`src/rtl/bgr_pkg.sv`:
```
`timescale 1ns/1ps
package bgr_pkg;
   typedef enum logic {
      CH_LOW  = 1'b0,
      CH_HIGH = 1'b1
   } chan_e;

   function automatic bit is_pow2(input int v);
      return (v > 0) && ((v & (v - 1)) == 0);
   endfunction
endpackage

```
`src/rtl/bgr_boxcar.sv`:
```
`timescale 1ns/1ps
module bgr_boxcar #(
   parameter int DW  = 11,
   parameter int LEN = 8
) (
   input  logic          clk,
   input  logic          rst_n,
   input  logic          smp_v,
   input  logic [DW-1:0] smp,
   output logic          avg_v,
   output logic [DW-1:0] avg
);
   import bgr_pkg::*;

   localparam int CW  = $clog2(LEN);
   localparam int SW  = DW + $clog2(LEN);
   localparam int RS  = SW + $clog2(LEN) + 1;

   initial begin : elab_chk
      if (LEN < 2)  $fatal(1, "LEN must be at least 2");
      if (RS > 30)  $fatal(1, "reciprocal shift too wide");
   end

   logic [CW-1:0] cnt;
   logic [SW-1:0] acc;
   logic [SW-1:0] total;
   logic [DW-1:0] quot;
   logic          last;

   assign total = acc + SW'(smp);
   assign last  = smp_v && (cnt == CW'(LEN - 1));

   generate
      if (is_pow2(LEN)) begin : g_shift
         assign quot = DW'(total >> $clog2(LEN));
      end else begin : g_recip
         localparam int PRW = SW + RS + 1;
         localparam int RECIP = ((1 << RS) + LEN - 1) / LEN;
         logic [PRW-1:0] prod;
         assign prod = PRW'(total) * PRW'(RECIP);
         assign quot = DW'(prod >> RS);
      end
   endgenerate

   always_ff @(posedge clk) begin
      if (!rst_n) begin
         cnt   <= '0;
         acc   <= '0;
         avg_v <= 1'b0;
         avg   <= '0;
      end else begin
         avg_v <= 1'b0;
         if (last) begin
            cnt   <= '0;
            acc   <= '0;
            avg_v <= 1'b1;
            avg   <= quot;
         end else if (smp_v) begin
            cnt <= cnt + 1'b1;
            acc <= total;
         end
      end
   end

   AST_AVG_AFTER_SAMPLE: assert property (@(posedge clk) disable iff (!rst_n)
      avg_v |-> $past(smp_v));
   AST_AVG_SPACED: assert property (@(posedge clk) disable iff (!rst_n)
      avg_v |=> !avg_v);
endmodule

```
`src/rtl/bgr_combine.sv`:
```
`timescale 1ns/1ps
module bgr_combine #(
   parameter int DW   = 11,
   parameter int MW   = 12,
   parameter int FRAC = 8,
   parameter int PW   = DW + MW + 2
) (
   input  logic                 clk,
   input  logic                 rst_n,
   input  logic                 lo_v,
   input  logic [DW-1:0]        lo,
   input  logic                 hi_v,
   input  logic [DW-1:0]        hi,
   input  logic [MW-1:0]        scale,
   output logic                 sum_v,
   output logic signed [PW-1:0] sum
);
   logic [DW-1:0]        lo_r, hi_r;
   logic                 lo_f, hi_f, fire;
   logic signed [DW:0]   diff;
   logic signed [PW-1:0] prod, scaled, total;

   assign fire   = lo_f && hi_f;
   assign diff   = $signed({1'b0, hi_r}) - $signed({1'b0, lo_r});
   assign prod   = PW'(diff) * PW'($signed({1'b0, scale}));
   assign scaled = prod >>> FRAC;
   assign total  = scaled + PW'($signed({1'b0, hi_r}));

   always_ff @(posedge clk) begin
      if (!rst_n) begin
         lo_r  <= '0;
         hi_r  <= '0;
         lo_f  <= 1'b0;
         hi_f  <= 1'b0;
         sum_v <= 1'b0;
         sum   <= '0;
      end else begin
         lo_f  <= lo_v || (lo_f && !fire);
         hi_f  <= hi_v || (hi_f && !fire);
         if (lo_v) lo_r <= lo;
         if (hi_v) hi_r <= hi;
         sum_v <= fire;
         if (fire) sum <= total;
      end
   end
endmodule

```
`src/rtl/bgr_round.sv`:
```
`timescale 1ns/1ps
module bgr_round #(
   parameter int DW = 11,
   parameter int PW = 25
) (
   input  logic                 clk,
   input  logic                 rst_n,
   input  logic                 sum_v,
   input  logic signed [PW-1:0] sum,
   output logic                 code_v,
   output logic [DW-1:0]        code
);
   localparam logic [DW-1:0] MAXC = {DW{1'b1}};

   logic [PW-1:0] half, rnd;
   logic          up;
   logic [DW-1:0] code_n;

   assign half = {1'b0, sum[PW-1:1]};
   assign up   = sum[0] && half[0];
   assign rnd  = half + PW'(up);

   always_comb begin
      if (sum[PW-1])                code_n = '0;
      else if (rnd > PW'(MAXC))     code_n = MAXC;
      else                          code_n = rnd[DW-1:0];
   end

   always_ff @(posedge clk) begin
      if (!rst_n) begin
         code_v <= 1'b0;
         code   <= '0;
      end else begin
         code_v <= sum_v;
         if (sum_v) code <= code_n;
      end
   end

   AST_HALF_TO_EVEN: assert property (@(posedge clk) disable iff (!rst_n)
      (sum_v && sum[0] && !sum[PW-1]) |=> (code_v && (!code[0] || code == MAXC)));
   AST_CLAMP_TOP: assert property (@(posedge clk) disable iff (!rst_n)
      (sum_v && !sum[PW-1] && (sum >= $signed(PW'(2 * int'(MAXC) + 1)))) |=> (code == MAXC));
   AST_CLAMP_ZERO: assert property (@(posedge clk) disable iff (!rst_n)
      (sum_v && sum[PW-1]) |=> (code == '0));
endmodule

```
`src/rtl/bandgap_code_pipe.sv`:
```
`timescale 1ns/1ps
module bandgap_code_pipe #(
   parameter int SMP_W   = 11,
   parameter int AVG_LEN = 8,
   parameter int M_W     = 12,
   parameter int M_FRAC  = 8
) (
   input  logic             clk,
   input  logic             rst_n,
   input  logic             in_valid,
   input  logic             in_chan,
   input  logic [SMP_W-1:0] in_sample,
   input  logic [M_W-1:0]   scale_m,
   output logic             out_valid,
   output logic [SMP_W-1:0] out_code
);
   import bgr_pkg::*;

   localparam int PW = SMP_W + M_W + 2;

   initial begin : elab_chk
      if (SMP_W < 2)       $fatal(1, "SMP_W too small");
      if (M_FRAC >= M_W)   $fatal(1, "M_FRAC must be below M_W");
      if (AVG_LEN < 2)     $fatal(1, "AVG_LEN must be at least 2");
   end

   logic [1:0]       ch_v;
   logic [SMP_W-1:0] ch_avg [2];
   logic             sum_v;
   logic signed [PW-1:0] sum;

   generate
      for (genvar c = 0; c < 2; c++) begin : g_ch
         localparam chan_e TAG = (c == 0) ? CH_LOW : CH_HIGH;
         bgr_boxcar #(.DW(SMP_W), .LEN(AVG_LEN)) u_box (
            .clk   (clk),
            .rst_n (rst_n),
            .smp_v (in_valid && (in_chan == TAG)),
            .smp   (in_sample),
            .avg_v (ch_v[c]),
            .avg   (ch_avg[c])
         );
      end
   endgenerate

   bgr_combine #(.DW(SMP_W), .MW(M_W), .FRAC(M_FRAC), .PW(PW)) u_comb (
      .clk   (clk),
      .rst_n (rst_n),
      .lo_v  (ch_v[0]),
      .lo    (ch_avg[0]),
      .hi_v  (ch_v[1]),
      .hi    (ch_avg[1]),
      .scale (scale_m),
      .sum_v (sum_v),
      .sum   (sum)
   );

   bgr_round #(.DW(SMP_W), .PW(PW)) u_rnd (
      .clk    (clk),
      .rst_n  (rst_n),
      .sum_v  (sum_v),
      .sum    (sum),
      .code_v (out_valid),
      .code   (out_code)
   );

   AST_SINGLE_PULSE: assert property (@(posedge clk) disable iff (!rst_n)
      out_valid |=> !out_valid);
endmodule

```
`config.mk`:
```
export PLATFORM = sky130hd
export DESIGN_NAME = bandgap_code_pipe
export DESIGN_NICKNAME = d
export VERILOG_FILES = /design/src/rtl/bgr_pkg.sv /design/src/rtl/bgr_boxcar.sv /design/src/rtl/bgr_combine.sv /design/src/rtl/bgr_round.sv /design/src/rtl/bandgap_code_pipe.sv
export SDC_FILE = /design/constraint.sdc
export NUM_CORES = 1
export LEC_CHECK = 0
export BUFFER_PORTS_ARGS = -buffer_cell sky130_fd_sc_hd__buf_2
export CAP_MARGIN = 15
export CORE_MARGIN = 1.5
export CORE_UTILIZATION = 54
export DETAILED_ROUTE_END_ITERATION = 16
export MAX_ROUTING_LAYER = met4
export PLACE_DENSITY = 0.78
export SYNTH_ARGS = -nofsm -noshare
export SYNTH_HDL_FRONTEND = slang
export SYNTH_SLANG_ARGS = --single-unit
```
`constraint.sdc`:
```
create_clock -name clk -period 9.4 [get_ports clk]
set_input_delay 1.41 -clock clk [delete_from_list [all_inputs] [get_ports clk]]
set_output_delay 1.41 -clock clk [all_outputs]
set_load 0.005 [all_outputs]
```
After elaboration in Yosys (flattened, before gate mapping)
Cells that the tools add are included.
{ "classes": {"n_eq_ne": 2, "n_bitwise": 2, "mux": 4, "shifts": 0, "add_sub_neg": 7, "n_reduce_logical": 13, "mul": 1, "n_lt_le_gt_ge": 1, "div_mod_pow": 0} }
{ "op_table": {"columns": ["cell", "n"], "rows": [
  ["$add A14 B11 Y14", 2],
  ["$add A24 B1 Y25", 1],
  ["$gt A25 B11 Y1 const B", 1],
  ["$mul A12 B13 Y25", 1],
  ["$mux W11", 2],
  ["$add A17 B12 Y18", 1],
  ["$sub A11 B11 Y12", 1],
  ["$logic_and A1 B1 Y1", 8],
  ["$add A3 B1 Y3 const B", 2],
  ["$eq A3 B3 Y1 const B", 2],
  ["$reduce_or A2 Y1", 2],
  ["$logic_or A1 B1 Y1", 2],
  ["$mux W1", 2],
  ["$not A1 Y1", 2],
  ["$logic_not A1 Y1", 1]
]} }
{ "word_totals": {"latch_bits": 0, "output_inout_bits": 12, "mem_bits_rw": 0, "wordCells": 46, "reg_bits": 120, "in_bits": 27, "mem_count": 0, "rom_bits": 0} }

Depth between registers and ports, before layout
{ "depth": {"ltp_word": 5, "depth_mapped": 40, "ltp_nobuf": 39} }

Modules after synthesis
Synthesis repeated with hierarchy kept, for this count alone.
{ "unflattened": {"cells_unflattened": 1352, "hier_area_um2": 11468.5} }
{ "by_module_without_submodules": {"columns": ["mod", "seq_area_each_um2", "cells_each", "instances", "area_per_inst_um2"], "rows": [
  ["bgr_combine", 860.8, 865, 1, 7279.5],
  ["bgr_boxcar", 580.6, 182, 2, 1604.0],
  ["bgr_round", 240.2, 121, 1, 964.7],
  ["bandgap_code_pipe", 0.0, 2, 1, 16.3]
]} }

Worst setup path after synthesis
No wires, ideal clock.
{ "synth_path": {"path_kind": "reg-to-reg", "start": "register u_comb.hi_r[0]", "end": "register u_comb.sum[13]", "period_less_slack_ns": 8.149, "path_slack_ns": 1.251, "t_arrival_ns": 8.070, "path_stages_with_launch": 38, "n_path_buf": 1, "path_cell_list": "dfxtp_1 inv_1 ha_1 inv_1 fa_1 a21o_1 a21oi_1 o21ai_0 a21oi_1 o21bai_1 a21oi_1 mux2i_1 o2111ai_1 clkbuf_1 nand2_1 fa_1 fa_1 inv_1 [... 2 more ...] inv_1 fa_1 inv_1 ha_1 a21oi_1 o21ai_1 a221oi_2 o21ai_0 a21oi_1 xnor2_1 ha_1 or2_2 a21oi_1 a31oi_1 nor4b_1 mux2i_1 nand4b_1 o211ai_1"} }
{ "synth_via": {"elab_chain_cells": 3} }
{ "synth_rtl": {"columns": ["item", "line_no", "rtl"], "rows": [
  ["from (decl)", "bgr_combine.sv:18", "logic [DW-1:0] lo_r, hi_r;"],
  ["from (signal assigned)", "bgr_combine.sv:41", "if (hi_v) hi_r <= hi;"],
  ["$sub A11 B11 Y12", "bgr_combine.sv:24", "assign diff = $signed({1'b0, hi_r}) - $signed({1'b0, lo_r});"],
  ["$mul A12 B13 Y25", "bgr_combine.sv:25", "assign prod = PW'(diff) * PW'($signed({1'b0, scale}));"],
  ["$add A17 B12 Y18 *", "bgr_combine.sv:27", "assign total = scaled + PW'($signed({1'b0, hi_r}));"],
  ["to (signal assigned)", "bgr_combine.sv:43", "if (fire) sum <= total;"],
  ["to (decl)", "bgr_combine.sv:16", "output logic signed [PW-1:0] sum"]
]} }
Mark *: on every way between the ends. The rest lies on a longest branch, timed or not.
A chain may end at the register's enable or synchronous reset.

Worst setup path in the final report
Ends and elaborated chain as after synthesis.

==> flow_summary_export.csv <==
group,metric,value,unit
hold_path,hold_class,"register to register",
route,drtIter0Drc,458,
sta,timing.final.crit_share,93.31,%
worst_setup_path,setup.worst_path.start_class,"register",
clock_tree,cts_tree,"yes",
route,totalWireLength,23880,um
yosys,synth_area,11200,um2
final_layout,fin_nets,1588,
yosys,yosysTopAreaCellShare,20.20,%
final_layout,layout.cell_area.non_filler,12210,um2
final_layout,diodes,0,
clock_tree,post_cts_resize_count,0,
yosys,ys_seq_elements,113,
yosys,synth_enable_flop_cells,0,
yosys,post-synth-top-count-cell,"nand2_1",
sta,period_needed,8771,ps
clock_tree,clkSinkCount,113,
yosys,synth.distinct_cells,62,
yosys,post_synth_main_area_contributors,"dfxtp_1 (20%), fa_1 (18%), ha_1 (14%)",
clock_tree,htreeDepth,4,
route,drt-pass1-iter-count,4,
worst_setup_path,critical_path_class,"register to register",
yosys,synth.cells.most_frequent,"nand2_1 (191), inv_1 (177), ha_1 (122)",
sta,number_of_slew_limit_violations_in_the_final_report,0,
sta,tightestPinTransition,982.8,ps
place,hpwl_after_dpl,18560,um
sta,peak_clock_frequency_supported_by_timing,0.1140,GHz
sta,grt_setup_unrepaired,"no",
route,route.detailed.drc,0,
yosys,synth.yosys.seq_area_share,20.20,%
die,starting_utilization_of_the_core_area,55.16,%
die,num_rows,52,
worst_setup_path,critical_path_required,9740,ps
sta,final_report_setup_violation_count,0,
power_and_ir_drop,leakagePower,0.005716,uW
flow_run,maxCapViolations,0,
sta,timing.slew.headroom,33.97,%
worst_setup_path,timing.critical_path.slowest_stage_cell,"fa_1",
worst_setup_path,critical-path-top-cell-by-count,"fa_1",
die,fp.dieArea,21610,um2
worst_setup_path,regToRegEndpoint,"u_comb.sum[13]",
sta,setup-tns-final,0,ps
clock_tree,postCtsSetupBuffers,0,
worst_setup_path,worst_r2r_path_depth,35,
route,per_cell_via_count_in_the_routed_design,5.351,
yosys,synth_fp_nets,1575,
yosys,synth_top_flop_cell,"dfxtp_1",
worst_setup_path,crit_path_end,"u_comb.sum[13]",
clock_tree,cts_hold_buffers,0,
clock_tree,clk_root_buffer_cell,"clkbuf_16",
final_layout,final_core_utilization,60.15,%
place,place.gp.congestion,0.9225,
final_layout,layout_cells_sized_above_1,6.968,%
die,core_area,20300,um2
sta,timing.clock.skew,6.519,ps
place,io_buffers,38,
route,routedWlPerCell,14.75,um
place,placedInstanceArea,11580,um2
global_route,grt_max_degree,69,
yosys,syn_inst,1323,
worst_setup_path,timing.critical_path.from,"u_comb.hi_r[0]",
clock_tree,clkLatencyLatePin,410,ps
yosys,yosysWarnings,0,
global_route,globalRouteOverflowTotal,0,
yosys,average_size_of_a_mapped_cell,8.463,um2
worst_setup_path,cpPeakStageDelay,550,ps
run_status,run_status,"completed",
die,number_of_top_level_pins,39,
clock_tree,path_clk_slew,60,ps
place,place.detailed.instances,1587,
global_route,number_of_global_route_vias_before_repair,8776,
worst_setup_path,worstSetupEndpointType,"register",
hold_path,worstHoldPathCells,2,
clock_tree,numCtsBuffers,17,
route,drt.antenna.violating_nets,0,
clock_tree,cts.path.max_buffers,2,
global_route,number_of_antenna_violations_at_the_first_check_in_global_routing,0,
yosys,async_flop_share,0,%
worst_setup_path,worstPathArrival,9110,ps
global_route,grt_use_total,24.23,%
route,num_vias,8664,
worst_setup_path,critical_path_peak_fanout,7,
global_route,global_route_wire_length_before_repair,41520,um
final_layout,synthesis_to_finish_area_growth,9.052,%
power_and_ir_drop,max-vdd-ir-drop,0.1577,mV
die,die_x,147.0,um
power_and_ir_drop,cellPowerDensity,103.7,nW/um2
die,die-height,147.0,um
yosys,synth_largest_area_cell,"dfxtp_1",
sta,timing_hold_violations_final,0,
worst_setup_path,reg2reg_setup_slack,630,ps
worst_setup_path,rr_startpoint,"u_comb.hi_r[0]",
final_layout,fin_cells,1619,
where the power goes:
group          total (uW)  switching [uW]  internal (uW)  leakage [uW]
registers             492            4.55            487      0.000913
clock network         669             244            425      0.000298
logic                 107            66.8           39.7       0.00450
worst max-delay path, delay by kind of cell (launching register included):
kind / cells / cell delay (ps)
compound gates: 13 / 2630
mux: 2 / 480
xor+xnor: 1 / 180
simple gates: 5 / 890
flops: 1 / 320
fa+ha+maj: 9 / 3910
buf+inv: 5 / 270
cells in the final DEF (no fill, tap or decap), types with 4 or more instances in the layout:
master and instances:
clkbuf_16 17, fa_1 103, and2_1 56, mux2i_1 36
xnor2_1 41, buf_2 38, ha_1 122, and3_1 12
inv_6 7, nand2_1 191, nor3_1 21, a22o_1 14
o211ai_1 9, xor2_1 23, o21ai_1 4, nor2b_1 49
nor3b_1 4, inv_1 177, a211oi_1 8, nand2b_1 19
buf_4 8, o21ai_0 39, a21o_1 11, a31oi_1 4
a21oi_1 62, dfxtp_1 113, or3_1 9, nand3_1 15
o21a_1 9, a21boi_0 12, nor2_1 57
cell families after synthesis:
family	Yosys count	share of synthesized area, %
AO/OA/AOI/OAI	197	11.62
XOR/XNOR	64	5.006
adder cells (fa/ha/maj)	225	32.05
buffers and inverters	229	7.733
flip-flops	113	20.20
multiplexers	37	3.319
AND/OR/NAND/NOR	458	20.07
registers in the layout, summed over array words and instances (netlist names):
signal,flops
g_ch.u_box.acc,28
g_ch.u_box.avg,22
u_comb.sum,18
u_comb.hi_r,11
u_comb.lo_r,11
u_rnd.code,11
g_ch.u_box.cnt,6
g_ch.u_box.avg_v,2
u_comb.hi_f,1
u_comb.lo_f,1
u_comb.sum_v,1
u_rnd.code_v,1
layer usage:
metal  up-vias  wire length [um]  track usage, %
met4         0               340           6.000
met3        31               949           2.981
li1       4338                 -               -
met5         -                 0               -
met1      4117             11370           32.00
met2       178             11220           39.76
cell type report:
| cell class | instances | area (um2) |
|---|---|---|
| fill | 1758 | 8089 |
| multi-input combinational | 981 | 8075 |
| sequential | 113 | 2262 |
| inverter | 177 | 664.4 |
| clock buffer | 17 | 425.4 |
| tap | 270 | 337.8 |
| timing repair buffer | 46 | 250.2 |
| clock inverter | 15 | 195.2 |
stage by stage:
stage          power, uW  hold slack [ps]  setup WS (ps)
2_1_floorplan      577.1            424.8           1251
3_3_place_gp       603.5            436.4          856.2
3_5_place_dp       606.3            449.6          639.4
4_1_cts             1275            459.7          635.5
5_1_grt             1310            476.8          75.34
6_report            1267            454.8          629.0
worst min path at each step:
stage,start,to,slack (ps)
4_1_cts,g_ch[0].u_box.acc[2],g_ch[0].u_box.acc[2],460
6_report,g_ch[0].u_box.avg[10],g_ch[0].u_box.avg[10],450
3_3_place_gp,u_comb.sum[14],u_comb.sum[14],440
3_5_place_dp,u_comb.sum[14],u_comb.sum[14],450
2_1_floorplan,g_ch[0].u_box.avg[10],g_ch[0].u_box.avg[10],420
5_1_grt,g_ch[0].u_box.acc[10],g_ch[0].u_box.acc[10],480
Power figures use the tool's default switching activity.
